**src/rtl/uft_pkg.sv**
```systemverilog
package uft_pkg;
   // control register bit positions
   localparam int unsigned CTL_EN_BIT    = 0;
   localparam int unsigned CTL_RXCLR_BIT = 1;
   localparam int unsigned CTL_TXCLR_BIT = 2;
   localparam int unsigned CTL_TXSEL_LO  = 4;
   localparam int unsigned CTL_RXSEL_LO  = 6;
   // extended register gate bit
   localparam int unsigned EXT_GATE_BIT  = 4;

   // threshold choices, in select order
   localparam int unsigned LVL_SEL0 = 8;
   localparam int unsigned LVL_SEL1 = 16;
   localparam int unsigned LVL_SEL2 = 56;
   localparam int unsigned LVL_SEL3 = 60;
   localparam int unsigned LVL_MAX  = LVL_SEL3;

   typedef logic [1:0] lvl_sel_t;

   function automatic int unsigned sel_to_level(input lvl_sel_t sel);
      case (sel)
         2'd0:    return LVL_SEL0;
         2'd1:    return LVL_SEL1;
         2'd2:    return LVL_SEL2;
         default: return LVL_SEL3;
      endcase
   endfunction
endpackage

```
**src/rtl/uft_fifo.sv**
```systemverilog
module uft_fifo #(
   parameter int unsigned DEPTH = 128,
   parameter int unsigned DW    = 8,
   parameter int unsigned CW    = $clog2(DEPTH + 1)
) (
   input  logic          clk,
   input  logic          rst_n,
   input  logic          flush,
   input  logic          single,
   input  logic          push,
   input  logic [DW-1:0] din,
   input  logic          pop,
   output logic [DW-1:0] dout,
   output logic [CW-1:0] count,
   output logic          overrun
);
   localparam int unsigned AW = (DEPTH > 1) ? $clog2(DEPTH) : 1;
   localparam bit          POW2 = ((1 << AW) == DEPTH);

   initial begin
      AST_FIFO_DEPTH_OK: assert (DEPTH >= 2 && DW >= 1) else $error("bad queue geometry");
   end

   logic [DW-1:0] mem [DEPTH];
   logic [AW-1:0] wr_ptr, rd_ptr, wr_nx, rd_nx;
   logic [CW-1:0] cap;
   logic          pop_ok, push_ok;

   generate
      if (POW2) begin : g_wrap_free
         assign wr_nx = wr_ptr + 1'b1;
         assign rd_nx = rd_ptr + 1'b1;
      end else begin : g_wrap_cmp
         assign wr_nx = (wr_ptr == AW'(DEPTH - 1)) ? '0 : wr_ptr + 1'b1;
         assign rd_nx = (rd_ptr == AW'(DEPTH - 1)) ? '0 : rd_ptr + 1'b1;
      end
   endgenerate

   assign cap     = single ? CW'(1) : CW'(DEPTH);
   assign pop_ok  = pop && (count != '0);
   assign push_ok = push && ((count < cap) || pop_ok);

   always_ff @(posedge clk) begin
      if (!flush && push_ok) mem[wr_ptr] <= din;
   end

   always_ff @(posedge clk or negedge rst_n) begin
      if (!rst_n) begin
         wr_ptr  <= '0;
         rd_ptr  <= '0;
         count   <= '0;
         dout    <= '0;
         overrun <= 1'b0;
      end else if (flush) begin
         wr_ptr  <= '0;
         rd_ptr  <= '0;
         count   <= '0;
         overrun <= 1'b0;
      end else begin
         if (push_ok) wr_ptr <= wr_nx;
         if (pop_ok) begin
            rd_ptr <= rd_nx;
            dout   <= mem[rd_ptr];
         end
         if (push && !push_ok) overrun <= 1'b1;
         case ({push_ok, pop_ok})
            2'b10:   count <= count + 1'b1;
            2'b01:   count <= count - 1'b1;
            default: count <= count;
         endcase
      end
   end

   AST_COUNT_WITHIN_CAP: assert property (@(posedge clk) disable iff (!rst_n)
      count <= CW'(DEPTH));
   AST_DROP_SETS_OVERRUN: assert property (@(posedge clk) disable iff (!rst_n)
      (push && !pop && count == cap && !flush) |=> overrun);
   AST_EMPTY_POP_HOLDS: assert property (@(posedge clk) disable iff (!rst_n)
      (pop && count == '0 && !flush) |=> $stable(dout));
   AST_FULL_SWAP_KEEPS_COUNT: assert property (@(posedge clk) disable iff (!rst_n)
      (push && pop && count == cap && count != '0 && !flush) |=> (count == $past(count)));
endmodule

```
**src/rtl/uft_cfg.sv**
```systemverilog
module uft_cfg
   import uft_pkg::*;
#(
   parameter int unsigned CW = 8
) (
   input  logic          clk,
   input  logic          rst_n,
   input  logic          ctl_we,
   input  logic [7:0]    ctl_wdata,
   input  logic          ext_we,
   input  logic [7:0]    ext_wdata,
   output logic          fifo_en,
   output logic [CW-1:0] rx_trig,
   output logic [CW-1:0] tx_trig,
   output logic          flush_rx,
   output logic          flush_tx
);
   logic          en_q, gate_q;
   lvl_sel_t      rx_sel_q;
   logic [CW-1:0] tx_lvl_q;
   logic          en_flip;

   assign en_flip  = ctl_we && (ctl_wdata[CTL_EN_BIT] != en_q);
   assign flush_rx = (ctl_we && ctl_wdata[CTL_RXCLR_BIT]) || en_flip;
   assign flush_tx = (ctl_we && ctl_wdata[CTL_TXCLR_BIT]) || en_flip;
   assign fifo_en  = en_q;
   assign rx_trig  = en_q ? CW'(sel_to_level(rx_sel_q)) : CW'(1);
   assign tx_trig  = en_q ? tx_lvl_q : CW'(1);

   always_ff @(posedge clk or negedge rst_n) begin
      if (!rst_n) begin
         en_q     <= 1'b0;
         gate_q   <= 1'b0;
         rx_sel_q <= '0;
         tx_lvl_q <= CW'(1);
      end else begin
         if (ctl_we) begin
            en_q     <= ctl_wdata[CTL_EN_BIT];
            rx_sel_q <= ctl_wdata[CTL_RXSEL_LO +: 2];
            if (gate_q) tx_lvl_q <= CW'(sel_to_level(ctl_wdata[CTL_TXSEL_LO +: 2]));
         end
         if (ext_we) gate_q <= ext_wdata[EXT_GATE_BIT];
      end
   end

   AST_TX_LVL_GATED: assert property (@(posedge clk) disable iff (!rst_n)
      (ctl_we && !gate_q) |=> $stable(tx_lvl_q));
   AST_TX_LVL_LEGAL: assert property (@(posedge clk) disable iff (!rst_n)
      (tx_lvl_q == CW'(1)) || (tx_lvl_q == CW'(LVL_SEL0)) || (tx_lvl_q == CW'(LVL_SEL1))
      || (tx_lvl_q == CW'(LVL_SEL2)) || (tx_lvl_q == CW'(LVL_SEL3)));
endmodule

```
**src/rtl/uft_timeout.sv**
```systemverilog
module uft_timeout #(
   parameter int unsigned TO_CHARS = 4,
   parameter int unsigned CW       = 8
) (
   input  logic          clk,
   input  logic          rst_n,
   input  logic          flush,
   input  logic          push,
   input  logic          pop,
   input  logic          char_tick,
   input  logic [CW-1:0] count,
   input  logic [CW-1:0] trig,
   output logic          irq
);
   localparam int unsigned TW = $clog2(TO_CHARS + 1);

   initial begin
      AST_TO_CHARS_OK: assert (TO_CHARS >= 1) else $error("timeout length must be positive");
   end

   logic [TW-1:0] idle_q;
   logic          expired;

   assign expired = (idle_q == TW'(TO_CHARS)) && (count != '0) && (count < trig);

   always_ff @(posedge clk or negedge rst_n) begin
      if (!rst_n) begin
         idle_q <= '0;
         irq    <= 1'b0;
      end else if (flush) begin
         idle_q <= '0;
         irq    <= 1'b0;
      end else begin
         if (pop)          irq <= 1'b0;
         else if (expired) irq <= 1'b1;
         if (push || pop || count == '0)              idle_q <= '0;
         else if (char_tick && idle_q < TW'(TO_CHARS)) idle_q <= idle_q + 1'b1;
      end
   end

   AST_TO_CLEARS_ON_READ: assert property (@(posedge clk) disable iff (!rst_n)
      pop |=> !irq);
   AST_TO_NEEDS_DATA: assert property (@(posedge clk) disable iff (!rst_n)
      $rose(irq) |-> ($past(count) != '0 && $past(count) < $past(trig)));
endmodule

```
**src/rtl/uart_fifo_trig_ctrl.sv**
```systemverilog
module uart_fifo_trig_ctrl
   import uft_pkg::*;
#(
   parameter int unsigned DEPTH    = 128,
   parameter int unsigned DW       = 8,
   parameter int unsigned TO_CHARS = 4,
   localparam int unsigned CW      = $clog2(DEPTH + 1)
) (
   input  logic          clk,
   input  logic          rst_n,
   input  logic          ctl_we,
   input  logic [7:0]    ctl_wdata,
   input  logic          ext_we,
   input  logic [7:0]    ext_wdata,
   input  logic          tx_push,
   input  logic [DW-1:0] tx_din,
   input  logic          tx_pop,
   output logic [DW-1:0] tx_dout,
   output logic [CW-1:0] tx_count,
   output logic          tx_overrun,
   input  logic          rx_push,
   input  logic [DW-1:0] rx_din,
   input  logic          rx_pop,
   output logic [DW-1:0] rx_dout,
   output logic [CW-1:0] rx_count,
   output logic          rx_overrun,
   input  logic          char_tick,
   output logic          fifo_en,
   output logic          irq_rx_data,
   output logic          irq_tx_space,
   output logic          irq_rx_timeout
);
   initial begin
      AST_DEPTH_HOLDS_LEVELS: assert (DEPTH >= LVL_MAX) else $error("queue shallower than top threshold");
   end

   logic [CW-1:0] rx_trig, tx_trig, cap, tx_free;
   logic          flush_rx, flush_tx;

   uft_cfg #(.CW(CW)) u_cfg (
      .clk(clk), .rst_n(rst_n),
      .ctl_we(ctl_we), .ctl_wdata(ctl_wdata),
      .ext_we(ext_we), .ext_wdata(ext_wdata),
      .fifo_en(fifo_en), .rx_trig(rx_trig), .tx_trig(tx_trig),
      .flush_rx(flush_rx), .flush_tx(flush_tx)
   );

   uft_fifo #(.DEPTH(DEPTH), .DW(DW), .CW(CW)) u_rxq (
      .clk(clk), .rst_n(rst_n), .flush(flush_rx), .single(!fifo_en),
      .push(rx_push), .din(rx_din), .pop(rx_pop),
      .dout(rx_dout), .count(rx_count), .overrun(rx_overrun)
   );

   uft_fifo #(.DEPTH(DEPTH), .DW(DW), .CW(CW)) u_txq (
      .clk(clk), .rst_n(rst_n), .flush(flush_tx), .single(!fifo_en),
      .push(tx_push), .din(tx_din), .pop(tx_pop),
      .dout(tx_dout), .count(tx_count), .overrun(tx_overrun)
   );

   uft_timeout #(.TO_CHARS(TO_CHARS), .CW(CW)) u_rxto (
      .clk(clk), .rst_n(rst_n), .flush(flush_rx),
      .push(rx_push), .pop(rx_pop), .char_tick(char_tick),
      .count(rx_count), .trig(rx_trig), .irq(irq_rx_timeout)
   );

   assign cap          = fifo_en ? CW'(DEPTH) : CW'(1);
   assign tx_free      = cap - tx_count;
   assign irq_rx_data  = (rx_count >= rx_trig);
   assign irq_tx_space = (tx_free >= tx_trig);

   AST_CLEAR_EMPTIES_RX: assert property (@(posedge clk) disable iff (!rst_n)
      flush_rx |=> (rx_count == '0 && !rx_overrun));
   AST_CLEAR_EMPTIES_TX: assert property (@(posedge clk) disable iff (!rst_n)
      flush_tx |=> (tx_count == '0 && !tx_overrun));
endmodule

```
**config.mk**
```make
export PLATFORM = sky130hd
export DESIGN_NAME = uart_fifo_trig_ctrl
export DESIGN_NICKNAME = d
export VERILOG_FILES = /design/src/rtl/uft_pkg.sv /design/src/rtl/uft_fifo.sv /design/src/rtl/uft_cfg.sv /design/src/rtl/uft_timeout.sv /design/src/rtl/uart_fifo_trig_ctrl.sv
export SDC_FILE = /design/constraint.sdc
export NUM_CORES = 2
export LEC_CHECK = 0
export BUFFER_PORTS_ARGS = -buffer_cell sky130_fd_sc_hd__buf_4
export CORE_AREA = 3 3 369 371
export CTS_CLUSTER_SIZE = 24
export DETAILED_ROUTE_END_ITERATION = 12
export DIE_AREA = 0 0 372 374
export MAX_ROUTING_LAYER = met4
export PLACE_DENSITY = 0.78
export SYNTH_ARGS = -nofsm -noshare
export SYNTH_HDL_FRONTEND = slang
export SYNTH_SLANG_ARGS = --single-unit
```
**constraint.sdc**
```tcl
create_clock -name clk -period 3.6 [get_ports clk]
set_clock_uncertainty 0.05 [all_clocks]
set_input_delay 0.9 -clock clk [delete_from_list [all_inputs] [get_ports clk]]
set_output_delay 0.9 -clock clk [all_outputs]
set_load 0.01 [all_outputs]
```
==> metrics.yaml <==
synthesis:
  synthArstFlopShare_pct: 3.53
  synth_area_leaders: "edfxtp_1 (73%), mux4_2 (12%), mux2i_1 (3.2%), dfrtp_1 (2.2%), nor2_1 (1.5%)"
  synth.distinct_cells: 79
  yosys_warnings: 0
  synth.largest_area_cell: "edfxtp_1"
  synth_area_um2: 83700
  syn_area_per_cell_um2: 20.2
  netlist_instances: 4145
  syn_nets: 4220
  ys_seq_area_share_pct: 75.7
  synth-edff-count: 2048
  synth_top_area_share_pct: 73.5
  synthFlopType: "edfxtp_1"
  synth_seq_cells: 2123
sta:
  tns_ps: -203
  setup_slack_ps: -125
  hold_viol: 0
  fmaxAchievable_ghz: 0.268
  setup_violations: 2
  relSlewSlack_pct: 23.7
  holdWs_ps: 130
  drv_slew: 0
  tightestPinTransition_ps: 1130
  rsz0062_at_grt: "true"
  fin_crit_ps: 3720
  period_share_pct: 103
clock_tree:
  cts_buffers: 197
  clock_sinks: 2123
  clkLatencyLatePin_ps: 840
  clk_pin_slew_worst_paths_ps: 60
  clockBufferDepth: 3
  clock_tree.root_cell: "clkbuf_16"
  cts_max_level: 4
  cts_tree: "done"
placed_design:
  hpwl_um: 121000
  place_congestion: 0.872
  post-place-cells: 6224
  io_buffers: 70
power_and_ir_drop:
  power_switching_mw: 17.0
  power.density_nw_per_um2: 650
  leakagePower_nw: 30.6
  finalPower_mw: 62.4
  pwr-share-seq_pct: 44.8
  p_sw_share_pct: 27.2
  power_frac_comb_pct: 22.2
  intPower_mw: 45.4
  peakVddDrop_v: 0.000878
  power.share.clock_pct: 33.0
layout:
  nets: 4741
  syn_to_final_growth_pct: 14.7
  utilization_pct: 72.0
  nFillCells: 7351
  drive_gt1_share_pct: 28.0
  instances_no_fill: 6599
setup_path:
  crit_path_max_fanout: 2
  crit_required_ps: 2650
  cp_data_arrival_time_ps: 2770
  endpoint_kind: "output port"
  critical_path.startpoint_type: "flip-flop"
  critical_path_class: "reg -> out"
floorplanning:
  core_um2: 133000
  die_w_um: 372
  dieArea_um2: 139000
  io_pins: 79
  die-height_um: 374
  initial_core_util_pct: 62.8
  row_count: 134
route:
  drc: 0
  drt_wl_total_um: 202000
  via_per_inst: 6.76
  dr.pass1.iters: 6
  vias: 44589
  ant_nets: 0
  wl_per_cell_um: 30.6
  drt_iter0_markers: 6214
min_path:
  min_path_type: "in -> async"
grt:
  grt_pass1_wl_um: 298000
  grt_max_degree: 129
  grtUsageTotal_pct: 30.3
  gr-total-overflow: 0
  antenna_found_initial: 2
  grt_pass1_vias: 44788
outcome:
  violations: "negative setup slack"
  status: "finished with violations"
job:
  max_cap_viol_count: 0
==> state kept, by name, summed over array words and instances, names as in the netlist <==
signal          cells
u_txq.mem        1024
u_txq.overrun       1
u_txq.wr_ptr        7
u_rxq.dout          8
u_rxq.overrun       1
u_rxq.wr_ptr        7
u_cfg.gate_q        1
u_cfg.fifo_en       1
u_rxq.rd_ptr        7
u_rxq.count         8
u_cfg.rx_sel_q      2
u_rxto.irq          1
u_rxto.idle_q       3
u_txq.count         8
u_rxq.mem        1024
u_txq.rd_ptr        7
u_cfg.tx_lvl_q      5
u_txq.dout          8
==> stage by stage <==
stage               instance area (µm²)  setup slack, ps
floorplan                         83700              332
global placement                  89400              153
detailed placement                89400             71.5
CTS                               95900             -186
global route                      96000             -283
finish                            96000             -125
==> final timing paths <==
check | startpoint | to | slack, ps | cells past startpoint
min | rst_n | u_txq.wr_ptr[4] | 130 | 1
min reg2reg | u_cfg.tx_lvl_q[0] | u_cfg.tx_lvl_q[0] | 440 | 1
max reg2reg | u_txq.rd_ptr[1] | u_txq.dout[3] | 40 | 7
max in group asynchronous | rst_n | u_rxq.dout[3] | 2500 | 2
max | u_txq.count[0] | irq_tx_space | -120 | 11
min in group clk | rx_pop | u_rxto.irq | 230 | 2
==> cell usage in the layout (no fill, tap or decap), types with 15 or more instances in the layout <==
master,Yosys,final
edfxtp_1,2048,2048
buf_4,26,503
mux4_2,459,459
nor2_1,330,330
mux2i_1,264,264
clkbuf_16,0,197
nand2_1,86,86
o22ai_1,76,76
dfrtp_1,74,68
a21oi_1,52,51
o21ai_0,50,47
clkinv_1,1,44
clkbuf_1,85,42
buf_12,0,40
nand3_1,37,36
a22oi_1,32,32
clkinv_2,0,32
a211oi_1,31,31
nor2b_1,30,30
nor3_1,28,28
ha_1,32,28
xor2_1,21,21
inv_1,19,17
a221oi_1,17,17
bufinv_16,0,17
xnor2_1,16,15
==> metal layers <==
layer / vias to the layer above / track usage [%] / routed length [µm]
li1: 18095 / - / -
met1: 23082 / 42.8 / 75000
met2: 2949 / 45.8 / 97900
met3: 463 / 6.23 / 22300
met4: 0 / 8.96 / 6510
met5: - / - / 0
==> area by class of cell <==
cell class                 count  area [µm²]  area share (%)
clock inverter               117        1250            1.30
inverter                      21        83.8          0.0873
tap                         1768        2210            2.30
antenna                        2        5.00         0.00521
clock buffer                 245        5170            5.39
multi-input combinational   1776       19300            20.1
timing repair buffer         547        4620            4.81
sequential                  2123       63400            66.0
==> critical path, stage by stage, from the launching register on <==
cell	delay, ps
dfrtp_1	390
ha_4	160
inv_2	40
ha_4	160
xnor2_2	130
ha_1	280
a21boi_1	130
o21a_1	160
o21a_1	160
o21ai_1	110
nand3b_1	100
buf_6	140
==> cells in the mapped netlist, types with 7 or more instances <==
master     count
buf_1         21
o22ai_1       76
mux2i_1      264
ha_1          32
o211ai_1      14
xnor2_1       16
nand2_1       86
nor4_1        11
nor2b_1       30
a211oi_1      31
xor2_1        21
a221oi_1      17
mux2_2        13
a21oi_1       52
or2_2          9
a22oi_1       32
nor3_1        28
o21ai_0       50
a2111oi_0      7
nand3_1       37
nand3b_1       7
dfrtp_1       74
a22o_1         8
mux4_2       459
nand4_1        9
a31oi_1        7
clkbuf_1      85
inv_1         19
buf_4         26
nor2_1       330
edfxtp_1    2048
buf_2         92
nor2_2         8
and2_1         8
o221ai_1      14
==> kinds of logic after synthesis <==
family | share of synthesized area [%]
AO/OA/AOI/OAI | 2.92
flip-flops | 75.7
AND/OR/NAND/NOR | 3.38
buffers and inverters | 1.37
XOR/XNOR | 0.387
adder cells (fa/ha/maj) | 0.526
multiplexers | 15.7
==> power by group through the flow <==
stage          clock, mW  combinational [mW]  sequential (mW)
2_1_floorplan          0                8.98             28.2
6_report            20.6                13.8             28.0
4_1_cts             20.8                13.7             28.0
3_3_place_gp           0                13.2             28.5
5_1_grt             21.7                14.6             28.0
3_5_place_dp           0                13.4             28.5
==> timing repair <==
action,4_1_cts,5_1_grt
buffers inserted,6,6
hold buffers,0,0
endpoints found under the setup margin,2,194
gates resized for setup,21,7
pin swaps,7,5
Note: power is estimated with default switching activity, not from simulation.
